$ cat src/rtl/uart_ovs_rx_pkg.sv
package uart_ovs_rx_pkg;
  typedef enum logic [2:0] {
    ST_IDLE  = 3'd0,
    ST_START = 3'd1,
    ST_DATA  = 3'd2,
    ST_PAR   = 3'd3,
    ST_STOP  = 3'd4
  } rx_state_e;

  function automatic int mid_tick(input int ovs);
    return ovs / 2;
  endfunction
endpackage

$ cat src/rtl/uart_ovs_sync.sv
module uart_ovs_sync #(
  parameter int  STAGES    = 2,
  parameter logic RESET_VAL = 1'b1
) (
  input  logic clk,
  input  logic rst_n,
  input  logic din,
  output logic dout
);
  logic [STAGES-1:0] chain_q;

  generate
    for (genvar i = 0; i < STAGES; i++) begin : g_stage
      if (i == 0) begin : g_first
        always_ff @(posedge clk or negedge rst_n) begin
          if (!rst_n) chain_q[0] <= RESET_VAL;
          else        chain_q[0] <= din;
        end
      end else begin : g_next
        always_ff @(posedge clk or negedge rst_n) begin
          if (!rst_n) chain_q[i] <= RESET_VAL;
          else        chain_q[i] <= chain_q[i-1];
        end
      end
    end
  endgenerate

  assign dout = chain_q[STAGES-1];
endmodule

$ cat src/rtl/uart_ovs_engine.sv
module uart_ovs_engine
  import uart_ovs_rx_pkg::*;
#(
  parameter int DW  = 8,
  parameter int OVS = 16
) (
  input  logic          clk,
  input  logic          rst_n,
  input  logic          tick,
  input  logic          rx_en,
  input  logic          line_s,
  input  logic          par_en,
  input  logic          par_odd,
  output logic          frame_done,
  output logic [DW-1:0] frame_data,
  output logic          frame_stop_bad,
  output logic          frame_par_bad,
  output rx_state_e     state_o
);
  localparam int CNT_W = $clog2(OVS + 1);
  localparam int IDX_W = (DW > 1) ? $clog2(DW) : 1;
  localparam int MID   = mid_tick(OVS);

  rx_state_e        state_q;
  logic [CNT_W-1:0] cnt_q;
  logic [IDX_W-1:0] idx_q;
  logic [DW-1:0]    shreg_q;
  logic             par_bit_q;
  logic             done_q, stop_bad_q, par_bad_q;

  // named internal events
  logic at_mid, at_full, stop_sample, start_abort;
  assign at_mid      = tick && (cnt_q == CNT_W'(MID));
  assign at_full     = tick && (cnt_q == CNT_W'(OVS));
  assign stop_sample = rx_en && (state_q == ST_STOP) && at_full;
  assign start_abort = rx_en && (state_q == ST_START) && at_mid && line_s;

  function automatic logic parity_of(input logic [DW-1:0] d, input logic odd);
    return (^d) ^ odd;
  endfunction

  always_ff @(posedge clk or negedge rst_n) begin
    if (!rst_n) begin
      state_q   <= ST_IDLE;
      cnt_q     <= '0;
      idx_q     <= '0;
      shreg_q   <= '0;
      par_bit_q <= 1'b0;
    end else if (!rx_en) begin
      state_q <= ST_IDLE;
      cnt_q   <= '0;
    end else if (tick) begin
      unique case (state_q)
        ST_IDLE: begin
          if (!line_s) begin
            state_q <= ST_START;
            cnt_q   <= CNT_W'(1);
          end
        end
        ST_START: begin
          if (cnt_q == CNT_W'(MID)) begin
            if (line_s) begin
              state_q <= ST_IDLE;
            end else begin
              state_q <= ST_DATA;
              idx_q   <= '0;
            end
            cnt_q <= CNT_W'(1);
          end else begin
            cnt_q <= cnt_q + CNT_W'(1);
          end
        end
        ST_DATA: begin
          if (cnt_q == CNT_W'(OVS)) begin
            shreg_q <= {line_s, shreg_q[DW-1:1]};
            cnt_q   <= CNT_W'(1);
            if (idx_q == IDX_W'(DW - 1)) state_q <= par_en ? ST_PAR : ST_STOP;
            else                        idx_q   <= idx_q + IDX_W'(1);
          end else begin
            cnt_q <= cnt_q + CNT_W'(1);
          end
        end
        ST_PAR: begin
          if (cnt_q == CNT_W'(OVS)) begin
            par_bit_q <= line_s;
            state_q   <= ST_STOP;
            cnt_q     <= CNT_W'(1);
          end else begin
            cnt_q <= cnt_q + CNT_W'(1);
          end
        end
        ST_STOP: begin
          if (cnt_q == CNT_W'(OVS)) begin
            state_q <= ST_IDLE;
            cnt_q   <= '0;
          end else begin
            cnt_q <= cnt_q + CNT_W'(1);
          end
        end
        default: state_q <= ST_IDLE;
      endcase
    end
  end

  always_ff @(posedge clk or negedge rst_n) begin
    if (!rst_n) begin
      done_q     <= 1'b0;
      stop_bad_q <= 1'b0;
      par_bad_q  <= 1'b0;
    end else begin
      done_q <= stop_sample;
      if (stop_sample) begin
        stop_bad_q <= !line_s;
        par_bad_q  <= par_en && (par_bit_q != parity_of(shreg_q, par_odd));
      end
    end
  end

  assign frame_done     = done_q;
  assign frame_data     = shreg_q;
  assign frame_stop_bad = stop_bad_q;
  assign frame_par_bad  = par_bad_q;
  assign state_o        = state_q;

  a_r3_start_abort: assert property (@(posedge clk) disable iff (!rst_n)
    start_abort |=> (state_q == ST_IDLE));
  a_r9_disable_idle: assert property (@(posedge clk) disable iff (!rst_n)
    !rx_en |=> (state_q == ST_IDLE));
  a_r2_done_pulse: assert property (@(posedge clk) disable iff (!rst_n)
    done_q |=> !done_q);
endmodule

$ cat src/rtl/uart_ovs_flags.sv
module uart_ovs_flags #(
  parameter int DW = 8
) (
  input  logic          clk,
  input  logic          rst_n,
  input  logic          frame_done,
  input  logic [DW-1:0] frame_data,
  input  logic          frame_stop_bad,
  input  logic          frame_par_bad,
  input  logic          clr_full,
  input  logic          clr_ovr,
  input  logic          clr_fer,
  input  logic          clr_per,
  output logic [DW-1:0] data_o,
  output logic          full_o,
  output logic          ovr_o,
  output logic          fer_o,
  output logic          per_o
);
  logic [DW-1:0] data_q;
  logic          full_q, ovr_q, fer_q, per_q;
  logic          load, overrun;

  assign load    = frame_done && !full_q;
  assign overrun = frame_done && full_q;

  always_ff @(posedge clk or negedge rst_n) begin
    if (!rst_n) begin
      data_q <= '0;
      full_q <= 1'b0;
      ovr_q  <= 1'b0;
      fer_q  <= 1'b0;
      per_q  <= 1'b0;
    end else begin
      if (load) begin
        data_q <= frame_data;
        full_q <= 1'b1;
      end else if (clr_full) begin
        full_q <= 1'b0;
      end
      if (overrun)                     ovr_q <= 1'b1;
      else if (clr_ovr)                ovr_q <= 1'b0;
      if (load && frame_stop_bad)      fer_q <= 1'b1;
      else if (clr_fer)                fer_q <= 1'b0;
      if (load && frame_par_bad)       per_q <= 1'b1;
      else if (clr_per)                per_q <= 1'b0;
    end
  end

  assign data_o = data_q;
  assign full_o = full_q;
  assign ovr_o  = ovr_q;
  assign fer_o  = fer_q;
  assign per_o  = per_q;

  a_r6_ovr_on_full: assert property (@(posedge clk) disable iff (!rst_n)
    (frame_done && full_q) |=> ovr_q);
  a_r6_data_kept: assert property (@(posedge clk) disable iff (!rst_n)
    full_q |=> $stable(data_q));
  a_r7_ovr_sticky: assert property (@(posedge clk) disable iff (!rst_n)
    (ovr_q && !clr_ovr) |=> ovr_q);
  a_r7_fer_sticky: assert property (@(posedge clk) disable iff (!rst_n)
    (fer_q && !clr_fer) |=> fer_q);
  a_r7_per_sticky: assert property (@(posedge clk) disable iff (!rst_n)
    (per_q && !clr_per) |=> per_q);
  a_r10_full_clear: assert property (@(posedge clk) disable iff (!rst_n)
    (clr_full && !frame_done) |=> !full_q);
endmodule

$ cat src/rtl/uart_ovs_rx.sv
module uart_ovs_rx
  import uart_ovs_rx_pkg::*;
#(
  parameter int DW     = 8,
  parameter int OVS    = 16,
  parameter int SYNC_N = 2
) (
  input  logic          clk,
  input  logic          rst_n,
  input  logic          tick,
  input  logic          rxd,
  input  logic          rx_en,
  input  logic          par_en,
  input  logic          par_odd,
  input  logic          clr_full,
  input  logic          clr_ovr,
  input  logic          clr_fer,
  input  logic          clr_per,
  output logic [DW-1:0] rx_data,
  output logic          rx_full,
  output logic          err_ovr,
  output logic          err_fer,
  output logic          err_per
);
  logic          line_s;
  logic          frame_done, frame_stop_bad, frame_par_bad;
  logic [DW-1:0] frame_data;
  rx_state_e     eng_state;

  uart_ovs_sync #(.STAGES(SYNC_N), .RESET_VAL(1'b1)) u_sync (
    .clk(clk), .rst_n(rst_n), .din(rxd), .dout(line_s)
  );

  uart_ovs_engine #(.DW(DW), .OVS(OVS)) u_engine (
    .clk(clk), .rst_n(rst_n), .tick(tick), .rx_en(rx_en), .line_s(line_s),
    .par_en(par_en), .par_odd(par_odd),
    .frame_done(frame_done), .frame_data(frame_data),
    .frame_stop_bad(frame_stop_bad), .frame_par_bad(frame_par_bad),
    .state_o(eng_state)
  );

  uart_ovs_flags #(.DW(DW)) u_flags (
    .clk(clk), .rst_n(rst_n),
    .frame_done(frame_done), .frame_data(frame_data),
    .frame_stop_bad(frame_stop_bad), .frame_par_bad(frame_par_bad),
    .clr_full(clr_full), .clr_ovr(clr_ovr), .clr_fer(clr_fer), .clr_per(clr_per),
    .data_o(rx_data), .full_o(rx_full), .ovr_o(err_ovr), .fer_o(err_fer), .per_o(err_per)
  );

  a_r9_off_no_frame: assert property (@(posedge clk) disable iff (!rst_n)
    (!rx_en && $past(!rx_en)) |-> !frame_done);
  a_r2_idle_state_legal: assert property (@(posedge clk) disable iff (!rst_n)
    frame_done |-> (eng_state == ST_IDLE));
endmodule

$ cat config.mk
export PLATFORM = sky130hd
export DESIGN_NAME = uart_ovs_rx
export DESIGN_NICKNAME = d
export VERILOG_FILES = /design/src/rtl/uart_ovs_rx_pkg.sv /design/src/rtl/uart_ovs_sync.sv /design/src/rtl/uart_ovs_engine.sv /design/src/rtl/uart_ovs_flags.sv /design/src/rtl/uart_ovs_rx.sv
export SDC_FILE = /design/constraint.sdc
export NUM_CORES = 1
export LEC_CHECK = 0
export CORE_MARGIN = 2
export CORE_UTILIZATION = 55
export DETAILED_ROUTE_END_ITERATION = 6
export PLACE_DENSITY = 0.79
export SYNTH_ARGS = -nofsm -noshare
export SYNTH_HDL_FRONTEND = slang
export SYNTH_SLANG_ARGS = --single-unit
$ cat constraint.sdc
create_clock -name clk -period 2.2 [get_ports clk]
set_input_delay 0.55 -clock clk [delete_from_list [all_inputs] [get_ports clk]]
set_output_delay 0.55 -clock clk [all_outputs]
set_load 0.03 [all_outputs]
# Word level (Yosys, flattened, before mapping)
# Cells that the tools add are included.
[word_totals]
input_bits = 11
register_bits = 37
[op_classes]
muxes = 31
reduce_logical = 23
bitwise_logic = 1
n_eq_ne = 20
addsub = 2
[ops]
columns = ["cell", "n"]
rows = [
  ["3-bit 2-to-1 mux", 13],
  ["5-bit 2-to-1 mux", 6],
  ["5-bit case mux with 4 select lines", 1],
  ["3-bit case mux with 5 select lines", 1],
  ["7-bit AND reduction", 2],
  ["3-bit by 2-bit inequality test with 1-bit output, second input constant", 4],
  ["2-bit nonzero test", 5],
  ["1-bit logical AND", 8],
  ["1-bit 2-to-1 mux", 8],
  ["4-bit AND reduction", 2],
  ["8-bit XOR reduction", 1],
  ["3-bit by 2-bit equality test with 1-bit output, second input constant", 2],
  ["3-bit equality test, second input constant", 2],
  ["2-bit inequality test, second input constant", 3],
  ["3-bit inequality test, second input constant", 2],
  ["3-bit case mux with 2 select lines", 1],
  ["5-bit by 1-bit adder with 5-bit output, second input constant", 1],
  ["5-bit by 4-bit equality test with 1-bit output, second input constant", 1],
  ["5-bit equality test, second input constant", 1],
  ["5-bit by 2-bit inequality test with 1-bit output, second input constant", 1],
  ["2-bit by 1-bit inequality test with 1-bit output, second input constant", 2],
  ["3-bit by 1-bit adder with 3-bit output, second input constant", 1],
  ["3-bit by 1-bit equality test with 1-bit output, second input constant", 1],
  ["3-bit zero test", 1],
  ["6 further kinds", 7],
]

# Depth between registers and ports, before layout
[depth]
word_depth = 6
depth_mapped = 7
ltp_nobuf = 6

# Modules after synthesis
# Synthesis repeated with hierarchy kept, for this count alone.
[hier_totals]
hier_cells = 157
area_unflattened_um2 = 1885.6
[modules_own_cells]
columns = ["mod", "n_inst", "cells_per_inst", "seq_area_each_um2", "area_each_um2"]
rows = [
  ["uart_ovs_engine", 1, 124, 575.6, 1343.8],
  ["uart_ovs_flags", 1, 31, 300.3, 489.2],
  ["uart_ovs_sync", 1, 2, 52.6, 52.6],
]

# Least setup slack after synthesis
# OpenSTA, ideal clock, no wires.
[synth_timing]
path_type = "register to register"
from = "register u_engine.cnt_q[0]"
to = "register u_engine.idx_q[0]"
arrival_ns = 1.689
slack_ns = 0.386
setup_time_ns = 0.125
n_path_buf = 1
path_stages_with_launch = 8
path_cell_list = "dfrtp_1 > inv_1 > ha_1 > nand4bb_1 > and3b_1 > buf_6 > nor4_4 > mux2_4"
[synth_between]
elab_chain_len = 3
word_cells_on_any_way = 5
classes_between = "eq/ne: 4; reduce/logical: 1"
[synth_lines]
columns = ["element", "line_no", "source"]
rows = [
  ["start, declared", "uart_ovs_engine.sv:25", "logic [CNT_W-1:0] cnt_q;"],
  ["start signal, assigned", "uart_ovs_engine.sv:70", "cnt_q <= cnt_q + CNT_W'(1);"],
  ["start signal, assigned", "uart_ovs_engine.sv:80", "cnt_q <= cnt_q + CNT_W'(1);"],
  ["start signal, assigned", "uart_ovs_engine.sv:89", "cnt_q <= cnt_q + CNT_W'(1);"],
  ["5-bit by 4-bit equality test with 1-bit output / 5-bit equality test (equally long branches)", "uart_ovs_engine.sv:61, uart_ovs_engine.sv:74", ""],
  ["2-bit by 1-bit inequality test with 1-bit output (no source line)", "-", ""],
  ["7-bit AND reduction (no source line) (*)", "-", ""],
  ["end signal, assigned", "uart_ovs_engine.sv:78", "else idx_q <= idx_q + IDX_W'(1);"],
  ["end, declared", "uart_ovs_engine.sv:26", "logic [IDX_W-1:0] idx_q;"],
]
# Every way passes the cells marked *; elsewhere a longest branch is shown, timed or not.
# A chain may end at the register's enable or synchronous reset.

# Final worst setup path
[layout_timing]
from = "register u_flags.full_q, in the netlist u_flags.full_o"
to = "output rx_full"
[layout_lines]
columns = ["element", "line_no", "source"]
rows = [
  ["start, declared", "uart_ovs_flags.sv:21", "logic full_q, ovr_q, fer_q, per_q;"],
  ["start signal, assigned", "uart_ovs_flags.sv:30", "full_q <= 1'b0;"],
  ["start signal, assigned", "uart_ovs_flags.sv:37", "full_q <= 1'b1;"],
  ["start signal, assigned", "uart_ovs_flags.sv:39", "full_q <= 1'b0;"],
  ["end, declared", "uart_ovs_rx.sv:20", "output logic rx_full,"],
]
# No word-level cell between the ends.

==> summary.txt <==
Pwr
  – Peak VDD IR: about 0.42 mV
  – Cell area power density: roughly 530 nW/µm²
  – Design Power: roughly 1200 µW
  – Pleak: between 0.001 and 0.0015 µW

Place
  – Post-DP HPWL: about 2800 µm
  – Gpl congestion: roughly 0.84
  – PortBufs: 22

Synth
  – EDFF count, synth: 0
  – Synth Flop Type: dfrtp_1
  – Post-synthesis mux area share: 0.1230
  – Area contributors post-synth: dfrtp_1 (46%), mux2_2 (10%), inv_1 (2.9%)
  – Syn avg cell area: around 11 µm²
  – Async set-reset flop share out of synthesis: 1.000
  – Area leader, netlist: dfrtp_1
  – Mapped cell area: just under 2000 µm²
  – Cells after Synth: 168
  – Post-synthesis adder-cell area fraction: 0.02602
  – Simple-Gate Fraction of Synth Area: 0.1574
  – Xor/xnor cell area share of the yosys netlist: 0.04359
  – Synth cell types: 52
  – Syn_nets: around 180
  – Sequential element share of the synthesized area: 0.4828
  – Synth Register Bits: 37
  – Post-synthesis compound-gate area fraction: 0.1217
  – Combinational family with the most area after synthesis: simple AND/OR/NAND/NOR gates
  – Synth top area share: 0.4554
  – Ys Warns: 0

Clocking
  – Setup Buffers After CTS: 0
  – CTS tree: built
  – CTS H-tree lvls: 2
  – Maximum clock path buffer count: 2
  – CTS resizes: 0
  – CTS Hold Bufs: 0
  – Clock sinks: 37
  – TritonCTS Buffers: 5
  – Clock Latency Late Sink: roughly 0.33 ns
  – Clock transition at the registers of the reported paths: about 0.1 ns
  – Root Driver: clkbuf_4

GRT
  – Gr usage total: 0.2111
  – Gr ovfl total: 0
  – First-pass GRT wire length: approximately 6600 µm
  – Initial antenna violation count: 0
  – Vias in the first global route: approximately 1500
  – Largest net degree at the start of global routing: 38

Finish
  – Layout cells sized above 1: 0.2020
  – Final antenna diode count: 0
  – Final nets: approximately 210
  – Most frequent cells in the layout: dfrtp_1 (35), clkdlybuf4s50_1 (22), mux2_2 (17), inv_1 (15), nand2_1 (12)
  – Area Growth Syn to Fin: 17.63%
  – Fillers: ~270
  – Most common cell after layout, fill and taps aside: dfrtp_1
  – Final core utilization: 0.6779

Status
  – Run status: completed

Floorplan
  – Die width: roughly 63 µm
  – DIE AREA: 3985 µm²
  – Initial Util: 0.5763
  – Core area: 3337 µm²
  – Die Y: between 60 and 70 µm
  – Io pins: 23
  – Row count: 21

Timing
  – Min Tclk post-route: 1.948 ns
  – Final hold vios: 0
  – Relative slew slack: 0.6636
  – Fin crit share: 0.8856
  – Tightest Pin Transition: ~0.5 ns
  – RSZ-0062 raised after global routing: no
  – Clock skew: around 0.0052 ns
  – Final setup vio count: 0
  – Setup TNS: 0 ns
  – Slew Limit Fails: 0
  – Fmax: just over 0.5 GHz

Worst hold path
  – Hold crit path type: reg -> reg

Worst setup path
  – Arrival time worst endpoint: roughly 1.4 ns
  – CP bufs+invs: 1
  – Crit-path slowest cell: clkdlybuf4s50_1
  – Family with the most delay on the worst path: buffers and inverters
  – Critical Path End Type: primary output
  – Crit path kind: reg -> out
  – Worst Path Max Fanout: 3
  – Max stage delay on crit path: 0.68 ns
  – Critical Path RT: 1.65 ns
  – Critical Path Source Type: flop
  – Critical path, cell by cell: clkdlybuf4s50_1

Job
  – Max_cap viols: 0

Routing
  – Routed wire length: 3754 µm
  – Drt drc: 0
  – Vias per cell: 5.701
  – Initial DRC count: approximately 120
  – DR vias: roughly 1400
  – Avg WL per Cell: between 15 and 20 µm
  – Antenna Nets Post-Route: 0
  – DRT Pass-1 Iters: 4
## power breakdown
part	leakage (µW)	switching (µW)	internal, µW
clock	0.0000310	214	120
combinational	0.000470	71.4	60.3
sequential	0.000505	22.8	705
total	0.00101	309	885
## final cells by class
type,count,area (µm²),area share
repair buffers,27,257.7,0.1139
inverters,15,56.30,0.02489
clock buffers,5,37.54,0.01659
multi-input cells,111,907.1,0.4010
well taps,46,57.56,0.02544
flip-flops and latches,37,928.4,0.4104
clock inverters,3,17.52,0.007743
## logic make-up (layout without fill, tap and decap cells)
| family | after synthesis | count (layout) |
|---|---|---|
| simple gates | 48 | 48 |
| compound gates | 30 | 30 |
| fa+ha+maj | 4 | 4 |
| buf+inv | 20 | 50 |
| mux | 21 | 21 |
| flops | 37 | 37 |
| xor+xnor | 8 | 8 |
## path summary, 6_finish.rpt
kind / start / end / slack [ns] / cells after the start
min: u_sync.chain_q[0] / u_sync.dout / 0.37 / 0
max: u_flags.full_o / rx_full / 0.25 / 1
max in group asynchronous: rst_n / u_sync.chain_q[0] / 1.23 / 2
max reg2reg: u_engine.state_o[2] / u_engine.cnt_q[2] / 0.26 / 4
min in group asynchronous: rst_n / u_engine.cnt_q[3] / 0.62 / 2
min reg2reg: u_sync.chain_q[0] / u_sync.dout / 0.37 / 0
## state kept, by name, summed over array words and instances, names as in the netlist
register / flops
u_engine.cnt_q: 5
u_engine.frame_data: 8
u_engine.frame_done: 1
u_engine.frame_par_bad: 1
u_engine.frame_stop_bad: 1
u_engine.idx_q: 3
u_engine.par_bit_q: 1
u_engine.state_o: 3
u_flags.data_o: 8
u_flags.fer_o: 1
u_flags.full_o: 1
u_flags.ovr_o: 1
u_flags.per_o: 1
u_sync.chain_q: 1
u_sync.dout: 1
## layer usage
layer / vias to the layer above / global-route usage / wire [µm]
li1: 663 / - / -
met1: 658 / 0.2554 / 1634
met2: 60 / 0.3644 / 1847
met3: 10 / 0.05000 / 205
met4: 0 / 0.08056 / 67
met5: - / 0 / 0
## cell usage after synthesis (all sizes together), types with 4 or more instances
library cell  number
mux2              18
nand2             12
xnor2              6
nand3              6
dfrtp             35
o21ai              5
inv               15
nor2               6
ha                 4
## metrics by stage
stage | setup WS [ns] | hold WS [ns] | area (µm²) | std cells
2_1_floorplan | 0.3857 | 0.2544 | 1923 | 168
3_3_place_gp | 0.1484 | 0.3465 | 2207 | 236
3_5_place_dp | 0.1036 | 0.3555 | 2207 | 236
4_1_cts | 0.2360 | 0.3741 | 2262 | 244
5_1_grt | 0.1643 | 0.3786 | 2262 | 244
6_report | 0.2517 | 0.3723 | 2262 | 244
No activity file was read; power rests on OpenSTA's default activity.
